--- config.mk ---
export PLATFORM = sky130hd
export DESIGN_NAME = priv_regfile
export DESIGN_NICKNAME = d
export VERILOG_FILES = /design/src/rtl/prf_pkg.sv /design/src/rtl/prf_write_guard.sv /design/src/rtl/prf_storage.sv /design/src/rtl/prf_read_port.sv /design/src/rtl/priv_regfile.sv
export SDC_FILE = /design/constraint.sdc
export NUM_CORES = 1
export LEC_CHECK = 0
export BUFFER_PORTS_ARGS = -buffer_cell sky130_fd_sc_hd__buf_2
export CORE_AREA = 2 2 302 185
export CTS_CLUSTER_DIAMETER = 60
export DETAILED_ROUTE_END_ITERATION = 10
export DIE_AREA = 0 0 304 187
export GPL_ROUTABILITY_DRIVEN = 0
export PLACE_DENSITY = 0.66
export SLEW_MARGIN = 20
export SYNTH_ARGS = -nofsm -noshare
export SYNTH_HDL_FRONTEND = slang
export SYNTH_HIERARCHICAL = 1
export SYNTH_SLANG_ARGS = --single-unit
--- constraint.sdc ---
create_clock -name clk -period 2.75 [get_ports clk]
set_clock_uncertainty 0.15 [all_clocks]
set_input_delay 0.825 -clock clk [delete_from_list [all_inputs] [get_ports clk]]
set_output_delay 0.825 -clock clk [all_outputs]
set_load 0.1 [all_outputs]
--- src/rtl/prf_pkg.sv ---
package prf_pkg;
  parameter int PRF_ENTRIES   = 16;
  parameter int PRF_WIDTH     = 32;
  parameter int PRF_CTRL_BASE = 13;

  typedef enum logic {
    MODE_USER = 1'b0,
    MODE_PRIV = 1'b1
  } prf_mode_e;
endpackage

--- src/rtl/prf_write_guard.sv ---
module prf_write_guard
  import prf_pkg::*;
#(
  parameter int ENTRIES   = PRF_ENTRIES,
  parameter int CTRL_BASE = PRF_CTRL_BASE,
  localparam int AW       = $clog2(ENTRIES)
) (
  input  logic          clk,
  input  logic          rst,
  input  logic          priv_mode,
  input  logic          wr_en,
  input  logic [AW-1:0] wr_addr,
  output logic          commit_o,
  output logic          fault_o
);
  logic      is_ctrl;
  logic      is_zero;
  prf_mode_e mode;

  always_comb begin
    mode    = prf_mode_e'(priv_mode);
    is_ctrl = (wr_addr >= AW'(CTRL_BASE));
    is_zero = (wr_addr == '0);
  end

  // Work out whether the requested write may go ahead.
  always_comb begin
    commit_o = 1'b0;
    fault_o  = 1'b0;
    if (!rst && wr_en) begin
      if (is_ctrl && mode == MODE_USER) begin
        fault_o = 1'b1;
      end else if (!is_zero) begin
        commit_o = 1'b1;
      end
    end
  end

  // a fault only comes from a user-mode write.
  p_fault_user_only_r8: assert property (@(posedge clk) disable iff (rst)
    fault_o |-> (wr_en && priv_mode == 1'b0));
  // a blocked write never commits.
  p_fault_blocks_r7: assert property (@(posedge clk) disable iff (rst)
    fault_o |-> !commit_o);
endmodule

--- src/rtl/prf_storage.sv ---
module prf_storage
  import prf_pkg::*;
#(
  parameter int ENTRIES = PRF_ENTRIES,
  parameter int WIDTH   = PRF_WIDTH,
  localparam int AW     = $clog2(ENTRIES)
) (
  input  logic                          clk,
  input  logic                          rst,
  input  logic                          commit,
  input  logic [AW-1:0]                 wr_addr,
  input  logic [WIDTH-1:0]              wr_data,
  output logic [ENTRIES-1:0][WIDTH-1:0] regs_q
);
  for (genvar i = 0; i < ENTRIES; i++) begin : g_ent
    if (i == 0) begin : g_zero
      assign regs_q[i] = '0;
    end else begin : g_reg
      logic [WIDTH-1:0] ent_q;
      always_ff @(posedge clk) begin
        if (rst)                                 ent_q <= '0;
        else if (commit && wr_addr == AW'(i))    ent_q <= wr_data;
      end
      assign regs_q[i] = ent_q;
    end
  end

  // the reset clears the whole file.
  p_reset_clears_r1: assert property (@(posedge clk)
    rst |=> regs_q == '0);
  // a committed write lands in the addressed entry.
  p_commit_lands_r2: assert property (@(posedge clk) disable iff (rst)
    commit |=> regs_q[$past(wr_addr)] == $past(wr_data));
  // without a commit, the file holds its contents.
  p_idle_hold_r10: assert property (@(posedge clk) disable iff (rst)
    (!commit && !rst) |=> regs_q == $past(regs_q));
endmodule

--- src/rtl/prf_read_port.sv ---
module prf_read_port
  import prf_pkg::*;
#(
  parameter int ENTRIES = PRF_ENTRIES,
  parameter int WIDTH   = PRF_WIDTH,
  localparam int AW     = $clog2(ENTRIES)
) (
  input  logic [ENTRIES-1:0][WIDTH-1:0] regs,
  input  logic [AW-1:0]                 addr,
  output logic [WIDTH-1:0]              data
);
  always_comb begin
    if (addr == '0) data = '0;
    else            data = regs[addr];
  end
endmodule

--- src/rtl/priv_regfile.sv ---
module priv_regfile
  import prf_pkg::*;
#(
  parameter int ENTRIES   = PRF_ENTRIES,
  parameter int WIDTH     = PRF_WIDTH,
  parameter int CTRL_BASE = PRF_CTRL_BASE,
  localparam int AW       = $clog2(ENTRIES)
) (
  input  logic             clk,
  input  logic             rst,
  input  logic             priv_mode,
  input  logic             wr_en,
  input  logic [AW-1:0]    wr_addr,
  input  logic [WIDTH-1:0] wr_data,
  input  logic [AW-1:0]    rd_addr_a,
  output logic [WIDTH-1:0] rd_data_a,
  input  logic [AW-1:0]    rd_addr_b,
  output logic [WIDTH-1:0] rd_data_b,
  output logic             gp_fault
);
  localparam int NRD = 2;

  logic                          commit;
  logic [ENTRIES-1:0][WIDTH-1:0] regs;
  logic [NRD-1:0][AW-1:0]        rd_addr;
  logic [NRD-1:0][WIDTH-1:0]     rd_data;

  prf_write_guard #(.ENTRIES(ENTRIES), .CTRL_BASE(CTRL_BASE)) u_guard (
    .clk(clk), .rst(rst), .priv_mode(priv_mode), .wr_en(wr_en),
    .wr_addr(wr_addr), .commit_o(commit), .fault_o(gp_fault)
  );

  prf_storage #(.ENTRIES(ENTRIES), .WIDTH(WIDTH)) u_store (
    .clk(clk), .rst(rst), .commit(commit), .wr_addr(wr_addr),
    .wr_data(wr_data), .regs_q(regs)
  );

  assign rd_addr[0] = rd_addr_a;
  assign rd_addr[1] = rd_addr_b;

  for (genvar p = 0; p < NRD; p++) begin : g_rd
    prf_read_port #(.ENTRIES(ENTRIES), .WIDTH(WIDTH)) u_rd (
      .regs(regs), .addr(rd_addr[p]), .data(rd_data[p])
    );
  end

  assign rd_data_a = rd_data[0];
  assign rd_data_b = rd_data[1];

  // address zero reads zero on both ports.
  p_zero_read_r3: assert property (@(posedge clk) disable iff (rst)
    (rd_addr_a == '0 |-> rd_data_a == '0) and (rd_addr_b == '0 |-> rd_data_b == '0));
  // after a fault, the targeted control entry is unchanged.
  p_ctrl_kept_r7: assert property (@(posedge clk) disable iff (rst)
    gp_fault |=> regs[$past(wr_addr)] == $past(regs[wr_addr]));
endmodule

# Word level (Yosys, flattened, before mapping)
# Index checks and enable logic that the tools add are counted.
[classes] n_lt_le_gt_ge=3 eq_ne=15 muxes=11 bitwise_logic=1 reduce_logical=21
[op_table] operator="32-bit binary-select mux with 4-bit select" n=2
[op_table] operator="32-bit two-way mux" n=4
[op_table] operator="4-bit == test, second input constant" n=8
[op_table] operator="1-bit logical AND" n=17
[op_table] operator="4-bit by 3-bit == test with 1-bit output, second input constant" n=4
[op_table] operator="4-bit logical NOT" n=3
[op_table] operator="4-bit by 5-bit < comparator with 1-bit output, second input constant" n=2
[op_table] operator="4-bit by 2-bit == test with 1-bit output, second input constant" n=2
[op_table] operator="1-bit two-way mux" n=5
[op_table] operator="4-bit by 1-bit == test with 1-bit output, second input constant" n=1
[op_table] operator="4-bit greater-or-equal comparator, second input constant" n=1
[op_table] operator="1-bit logical NOT" n=1
[op_table] operator="1-bit inverter" n=1
[word_totals] register_bits=480 input_bits=48 out_inout_bits=65

# Longest topological paths before layout
# Gate-level depths: netlist (run 1).
[depth] ltp_word=5 ltp_mapped=8 mapped_depth_nobuf=6

# Cells and area by module
# The synthesis (run 1) kept the hierarchy.
[by_module_without_submodules] module="prf_storage" n_inst=1 cells_per_inst=1671 area_each_um2=18761.7 seq_area_each_um2=9609.2
[by_module_without_submodules] module="prf_read_port" n_inst=2 cells_per_inst=383 area_each_um2=3995.1 seq_area_each_um2=0.0
[by_module_without_submodules] module="prf_write_guard" n_inst=1 cells_per_inst=7 area_each_um2=52.6 seq_area_each_um2=0.0

# Worst setup path after synthesis (run 1)
# No wires, ideal clock.
[synth_timing] path_type="input-to-output" start="in rd_addr_a[1]" end="out rd_data_a[29]" t_arrival_ps=3758 required_ps=1775 path_slack_ps=-1983 path_stages=5 path_buffers=3 cell_sequence="buf_4 buf_4 buf_4 a311o_1 o21ai_0"
[synth_via] elab_chain_len=3 elab_cells_between_ends=4 cone_classes="3 x mux; 1 x reduce/logical"
[synth_lines] element="start, declared" line_no="priv_regfile.sv:15" text="input logic [AW-1:0] rd_addr_a,"
[synth_lines] element="32-bit binary-select mux with 4-bit select" line_no="prf_read_port.sv:14" text="else data = regs[addr];"
[synth_lines] element="32-bit two-way mux (implied by the code)" line_no="prf_read_port.sv:14"
[synth_lines] element="32-bit two-way mux *" line_no="prf_read_port.sv:13" text="if (addr == '0) data = '0;"
[synth_lines] element="end, declared" line_no="priv_regfile.sv:16" text="output logic [WIDTH-1:0] rd_data_a,"
# Mark *: on every way between the ends. The rest lies on a longest branch, timed or not. The select of a mux whose other input is x is not followed.

# Worst setup path after layout (run 1)
[layout_timing] start="in rd_addr_b[3]" end="out rd_data_b[12]"
[layout_via] elab_chain_len=3 elab_cells_between_ends=4 cone_classes="3 x mux; 1 x reduce/logical"
[layout_lines] element="start, declared" line_no="priv_regfile.sv:17" text="input logic [AW-1:0] rd_addr_b,"
[layout_lines] element="32-bit binary-select mux with 4-bit select" line_no="prf_read_port.sv:14"
[layout_lines] element="32-bit two-way mux (implied by the code)" line_no="prf_read_port.sv:14"
[layout_lines] element="32-bit two-way mux *" line_no="prf_read_port.sv:13"
[layout_lines] element="end, declared" line_no="priv_regfile.sv:18" text="output logic [WIDTH-1:0] rd_data_b,"
# Marks and branches as above.

==> flow_summary.yaml, run 1 <==
status:
  status: "complete, but fails checks"
  violations: "setup timing"
worst_setup_path:
  endpoint_kind: "output pin"
  required_ns: 1.78
  crit_type: "in2out"
  worstPathMaxFanout: 8
  cp-start-kind: "input port"
  crit_arrival_ns: 2.27
sta:
  slew_violations: 0
  layout_setup_ws_ns: -0.492
  hold_viol_final: 0
  setup_viol: 64
  hold_slack_ns: 0.338
  timing.final.crit_share_pct: 118
  slew_headroom_pct: 50.6
  tightest_slew_ns: 0.741
  period_needed_ns: 3.24
  rsz0062_at_grt: "true"
  fmax_mhz: 308
clock_tree:
  cts_sinks: 480
  clkSlewWorstSetupHoldPaths_ns: 0.06
  clk_latency_ns: 0.58
  cts_buffer_depth: 3
  cts_made_buffers: 50
  cts_tree: "done"
  ctsHoldBuffers: 0
  cts_htree_levels: 2
  clockRootBuffer: "clkbuf_16"
floorplanning:
  coreArea_um2: 54600
  rows: 67
  initial_utilization_pct: 48.7
  dieHeight_um: 187
  ios: 113
  dieArea_um2: 56800
  chipWidth_um: 304
synthesis:
  syn_nets: 2461
  syn_inst: 2413
  synth_area_um2: 26600
  ys_warn_count: 6
  synth.avg_cell_area_um2: 11.0
route:
  drtIter0Drc: 1633
  wl_um: 84500
  wl_per_cell_um: 25.0
  vias: 20273
  antenna_left: 0
  drc: 0
  dr.pass1.iters: 5
  avgViaCountPerCell: 5.99
placement:
  io_buffers: 112
  dp_hpwl_um: 52000
  pre_cts_ws_ns: -0.788
final_layout:
  areaGrowthSynthToFinish_pct: 33.1
  largest_reg_flops: 480
  biggestRegsByFlops: "u_store/g_ent.g_reg.ent_q (480)"
  largest_register: "u_store/g_ent.g_reg.ent_q"
  num-fill-cells: 4022
  diodes: 0
  drive_above_1_share_pct: 35.6
  layout.nets: 2674
power_and_ir_drop:
  power_density_nw_per_um2: 484
  total_power_mw: 17.1
  p_leak_nw: 15.7
  ir_worst_vdd_v: 0.000455
run:
  maxCapViolCount: 0
global_routing:
  grt_overflow: 0
  first_global_vias: 21180
  grt_use_total_pct: 29.0
  grt_max_degree: 145
  antenna_found_initial: 0
  grt_pass1_wl_um: 129000
worst_hold_path:
  hold_path.class: "reg2reg"
## path summary, 6_finish.rpt
kind                                                        start  cells past startpoint                                 to  slack [ns]
worst max-delay path                                 rd_addr_b[3]                      7                      rd_data_b[12]       -0.49
worst min-delay path            u_store/g_ent[14].g_reg.ent_q[14]                      2  u_store/g_ent[14].g_reg.ent_q[14]        0.34
worst max register to register   u_store/g_ent[7].g_reg.ent_q[27]                      2   u_store/g_ent[7].g_reg.ent_q[27]        1.89
worst min register to register  u_store/g_ent[14].g_reg.ent_q[14]                      2  u_store/g_ent[14].g_reg.ent_q[14]        0.34
## metal layers
metal / vias to the layer above / track usage, % / routed length (um)
met4: 0 / 7.18 / 2040
li1: 9177 / - / -
met3: 132 / 4.25 / 5090
met2: 631 / 46.6 / 38800
met1: 10333 / 41.3 / 38600
met5: - / 0 / 0
## where the power goes
part           internal (mW)  leakage, nW  switching (mW)
logic                   1.32         11.1            1.67
clock network           4.10        0.816            2.98
registers               7.00         3.87          0.0386
## cells in the final DEF, fill, tap and decap left out, drive strengths merged, types with 2 or more instances in the layout
cell type / n
a2111oi: 2
a21oi: 128
a221o: 62
a22oi: 62
a311o: 2
a31oi: 4
and2: 5
and3b: 4
buf: 401
bufbuf: 2
bufinv: 4
clkbuf: 79
clkinv: 7
clkinvlp: 3
dfxtp: 480
inv: 6
mux2: 62
mux2i: 668
mux4: 128
nand2: 12
nand2b: 513
nand3: 4
nor2: 4
nor2b: 8
nor3: 2
nor4: 2
o21ai: 2
o22ai: 2
## what timing repair did
item,CTS,global route
setup buffers,42,11
cloned,21,4
pin swaps,76,64
endpoints found under the setup margin,64,64
resized for setup,279,61
## worst max-delay path, stage by stage
cell and delay (ns):
buf_16 0.15, buf_12 0.17, mux2_4 0.30, a221o_1 0.31, a21oi_2 0.24, a21oi_4 0.07, buf_12 0.17
## final cells by class
cell class                      count  area [um^2]  area share, %
Timing Repair Buffer              411         5560           15.7
Multi-Input combinational cell   1679        17600           49.8
Clock inverter                     16          195          0.552
Clock buffer                       71         1470           4.17
Inverter                            4         15.0         0.0424
Tap cell                          724          906           2.56
Sequential cell                   480         9610           27.2
## per-stage QoR
stage / TNS (ns) / area [um^2] / cells / util [%]
finish: -27.30 / 35400 / 3385 / 64.8
detailed placement: -45.99 / 31200 / 3226 / 57.2
CTS: -27.44 / 35000 / 3376 / 64.1
global route: -28.54 / 35400 / 3385 / 64.8
floorplan: -24.56 / 28100 / 2413 / -
global placement: -44.88 / 31200 / 3226 / 57.2
No activity file was read; power rests on OpenSTA's default activity.
==> run 2, diff against run 1 <==
--- a/config.mk
+++ b/config.mk
@@ -12,6 +12,7 @@
 export DIE_AREA = 0 0 304 187
 export GPL_ROUTABILITY_DRIVEN = 0
 export PLACE_DENSITY = 0.66
+export RECOVER_POWER = 50
 export SLEW_MARGIN = 20
 export SYNTH_ARGS = -nofsm -noshare
 export SYNTH_HDL_FRONTEND = slang
==> flow_summary.yaml, run 2 (same netlist as run 1, synthesis figures left out) <==
status:
  status: "complete, but fails checks"
  violations: "setup timing"
route:
  drtIter0Drc: 1510
  routed-wl-met3_um: 5100
  wl_per_cell_um: 25.0
  antenna_left: 0
  drc: 0
  wl_met2_um: 38700
  highest_layer: "met4"
  wl_um: 84600
  avgViaCountPerCell: 6.01
  vias: 20344
  dr.pass1.iters: 6
  met1Wirelength_um: 38700
final_layout:
  layout_commonest_cell: "mux2i_1"
  drive_above_1_share_pct: 34.8
  areaGrowthSynthToFinish_pct: 31.7
  largest_reg_flops: 480
  biggestRegsByFlops: "u_store/g_ent.g_reg.ent_q (480)"
  largest_register: "u_store/g_ent.g_reg.ent_q"
  postLayoutCellArea_um2: 35000
  diodes: 0
  final_cell_mix: "mux2i_1 (616), nand2b_1 (512), dfxtp_1 (480), buf_4 (169), mux4_2 (128)"
  layout.nets: 2674
global_routing:
  grt_overflow: 0
  first_global_vias: 21180
  antenna_found_initial: 0
  grt_use_total_pct: 29.0
  grt_pass1_wl_um: 129000
  grt_max_degree: 145
worst_setup_path:
  endpoint_kind: "output pin"
  crit_slowest_cell: "a221o_1"
  crit_arrival_ns: 2.27
  cp_common_cell: "buf_12"
  cp-start-kind: "input port"
  crit_type: "in2out"
  regToRegEndpoint: "u_store/g_ent[12].g_reg.ent_q[27]"
  crit_chain: "buf_16 -> buf_12 -> mux2_4 -> a221o_1 -> a21oi_2 -> a21oi_4 -> buf_12"
  worstPathMaxFanout: 8
  worstReg2RegStart: "u_store/g_ent[12].g_reg.ent_q[27]"
  rr_worst_depth: 2
  critPathTopFamily: "compound AO/OA/AOI/OAI gates"
  reg2reg_slack_ns: 1.87
  crit_buf_inv: 3
  required_ns: 1.78
  cpPeakStageDelay_ns: 0.31
sta:
  slew_headroom_pct: 22.5
  rsz0062_at_grt: "true"
  tns_ns: -27.25
  timing.final.crit_share_pct: 118
  tightest_slew_ns: 1.16
  setup_viol: 64
  hold_viol_final: 0
  period_needed_ns: 3.25
  fmax_mhz: 308
  layout_setup_ws_ns: -0.497
  slew_violations: 0
run:
  maxCapViolCount: 0
floorplanning:
  initial_utilization_pct: 48.7
  ios: 113
  dieArea_um2: 56800
  rows: 67
  dieHeight_um: 187
  coreArea_um2: 54600
  chipWidth_um: 304
power_and_ir_drop:
  power_density_nw_per_um2: 489
  p_comb_share_pct: 17.4
  ir_worst_vdd_v: 0.000454
  seqPwrFrac_pct: 41.2
  power_frac_clock_pct: 41.4
  swShare_pct: 27.4
  p_leak_nw: 15.6
  p_sw_mw: 4.69
  p_int_mw: 12.4
clock_tree:
  clk_latency_ns: 0.58
  ctsHoldBuffers: 0
  cts_htree_levels: 2
  cts_buffer_depth: 3
  cts_tree: "done"
  cts_sinks: 480
  clkSlewWorstSetupHoldPaths_ns: 0.06
  cts_made_buffers: 50
  clockRootBuffer: "clkbuf_16"
worst_hold_path:
  min-delay-start: "u_store/g_ent[14].g_reg.ent_q[14]"
  hold_path.class: "reg2reg"
  min_path_cells: 2
  hold_end: "u_store/g_ent[14].g_reg.ent_q[14]"
placement:
  dp_hpwl_um: 52000
  io_buffers: 112
  pre_cts_ws_ns: -0.788
  place_area_um2: 31200
==> run 2: changes by cell type in the layout (fill, tap and decap cells not counted), moves of 4 or more <==
cell	delta
buf_12	-21
clkbuf_2	+21
nand2_1	+8
nand2_2	-8
buf_4	-5
clkbuf_1	+5
nand3_1	+4
nand3_2	-4
==> run 2: per-layer routing <==
| layer | vias up | track usage [%] |
|---|---|---|
| met5 | - | 0 |
| met4 | 0 | 7.18 |
| met3 | 124 | 4.25 |
| met2 | 670 | 46.6 |
| met1 | 10376 | 41.3 |
| li1 | 9174 | - |
==> run 2: timing repair <==
action | 4_1_cts | 5_1_grt
setup buffers | 42 | 11
hold endpoints to repair | 0 | 0
gates resized for setup | 279 | 61
setup endpoints to repair | 64 | 64
pin swaps | 76 | 64
cloned | 21 | 4
==> run 2: how the worst max path moves through the flow <==
| stage | slack, ns | cells past startpoint | end | from |
|---|---|---|---|---|
| after floorplan | -0.40 | 7 | rd_data_a[17] | rd_addr_a[0] |
| after global placement | -0.77 | 6 | rd_data_b[26] | rd_addr_b[0] |
| after detailed placement | -0.79 | 6 | rd_data_a[15] | rd_addr_a[0] |
| after CTS | -0.50 | 7 | rd_data_a[13] | rd_addr_a[0] |
| after global routing | -0.50 | 7 | rd_data_a[10] | rd_addr_a[3] |
| final | -0.50 | 7 | rd_data_b[12] | rd_addr_b[3] |
==> run 2: power by group through the flow <==
stage	clock [mW]	sequential, mW	combinational [mW]
2_1_floorplan	0	7.18	1.76
3_3_place_gp	0	7.19	2.52
3_5_place_dp	0	7.19	2.54
4_1_cts	7.17	7.04	2.93
5_1_grt	7.49	7.04	3.07
6_report	7.08	7.04	2.98
==> run 2: final cells by class <==
type / count / area, um^2
Clock buffer: 71 / 1470
Clock inverter: 16 / 195
Fill cell: 4079 / 19600
Inverter: 4 / 15.0
Multi-Input combinational cell: 1679 / 17600
Sequential cell: 480 / 9610
Tap cell: 724 / 906
Timing Repair Buffer: 411 / 5230
==> run 2: metrics by stage <==
stage / utilization, % / std cells / hold slack (ns) / total power, mW
6_report: 64.1 / 3385 / 0.338 / 17.1
5_1_grt: 64.1 / 3385 / 0.358 / 17.6
4_1_cts: 64.1 / 3376 / 0.340 / 17.1
3_5_place_dp: 57.2 / 3226 / 0.327 / 9.73
3_3_place_gp: 57.2 / 3226 / 0.318 / 9.71
2_1_floorplan: - / 2413 / 0.307 / 8.94
==> run 2: worst reg2reg max path, stage by stage (launching register included) <==
cell	delay [ns]
dfxtp_1	0.37
nand2b_1	0.08
mux2i_1	0.19
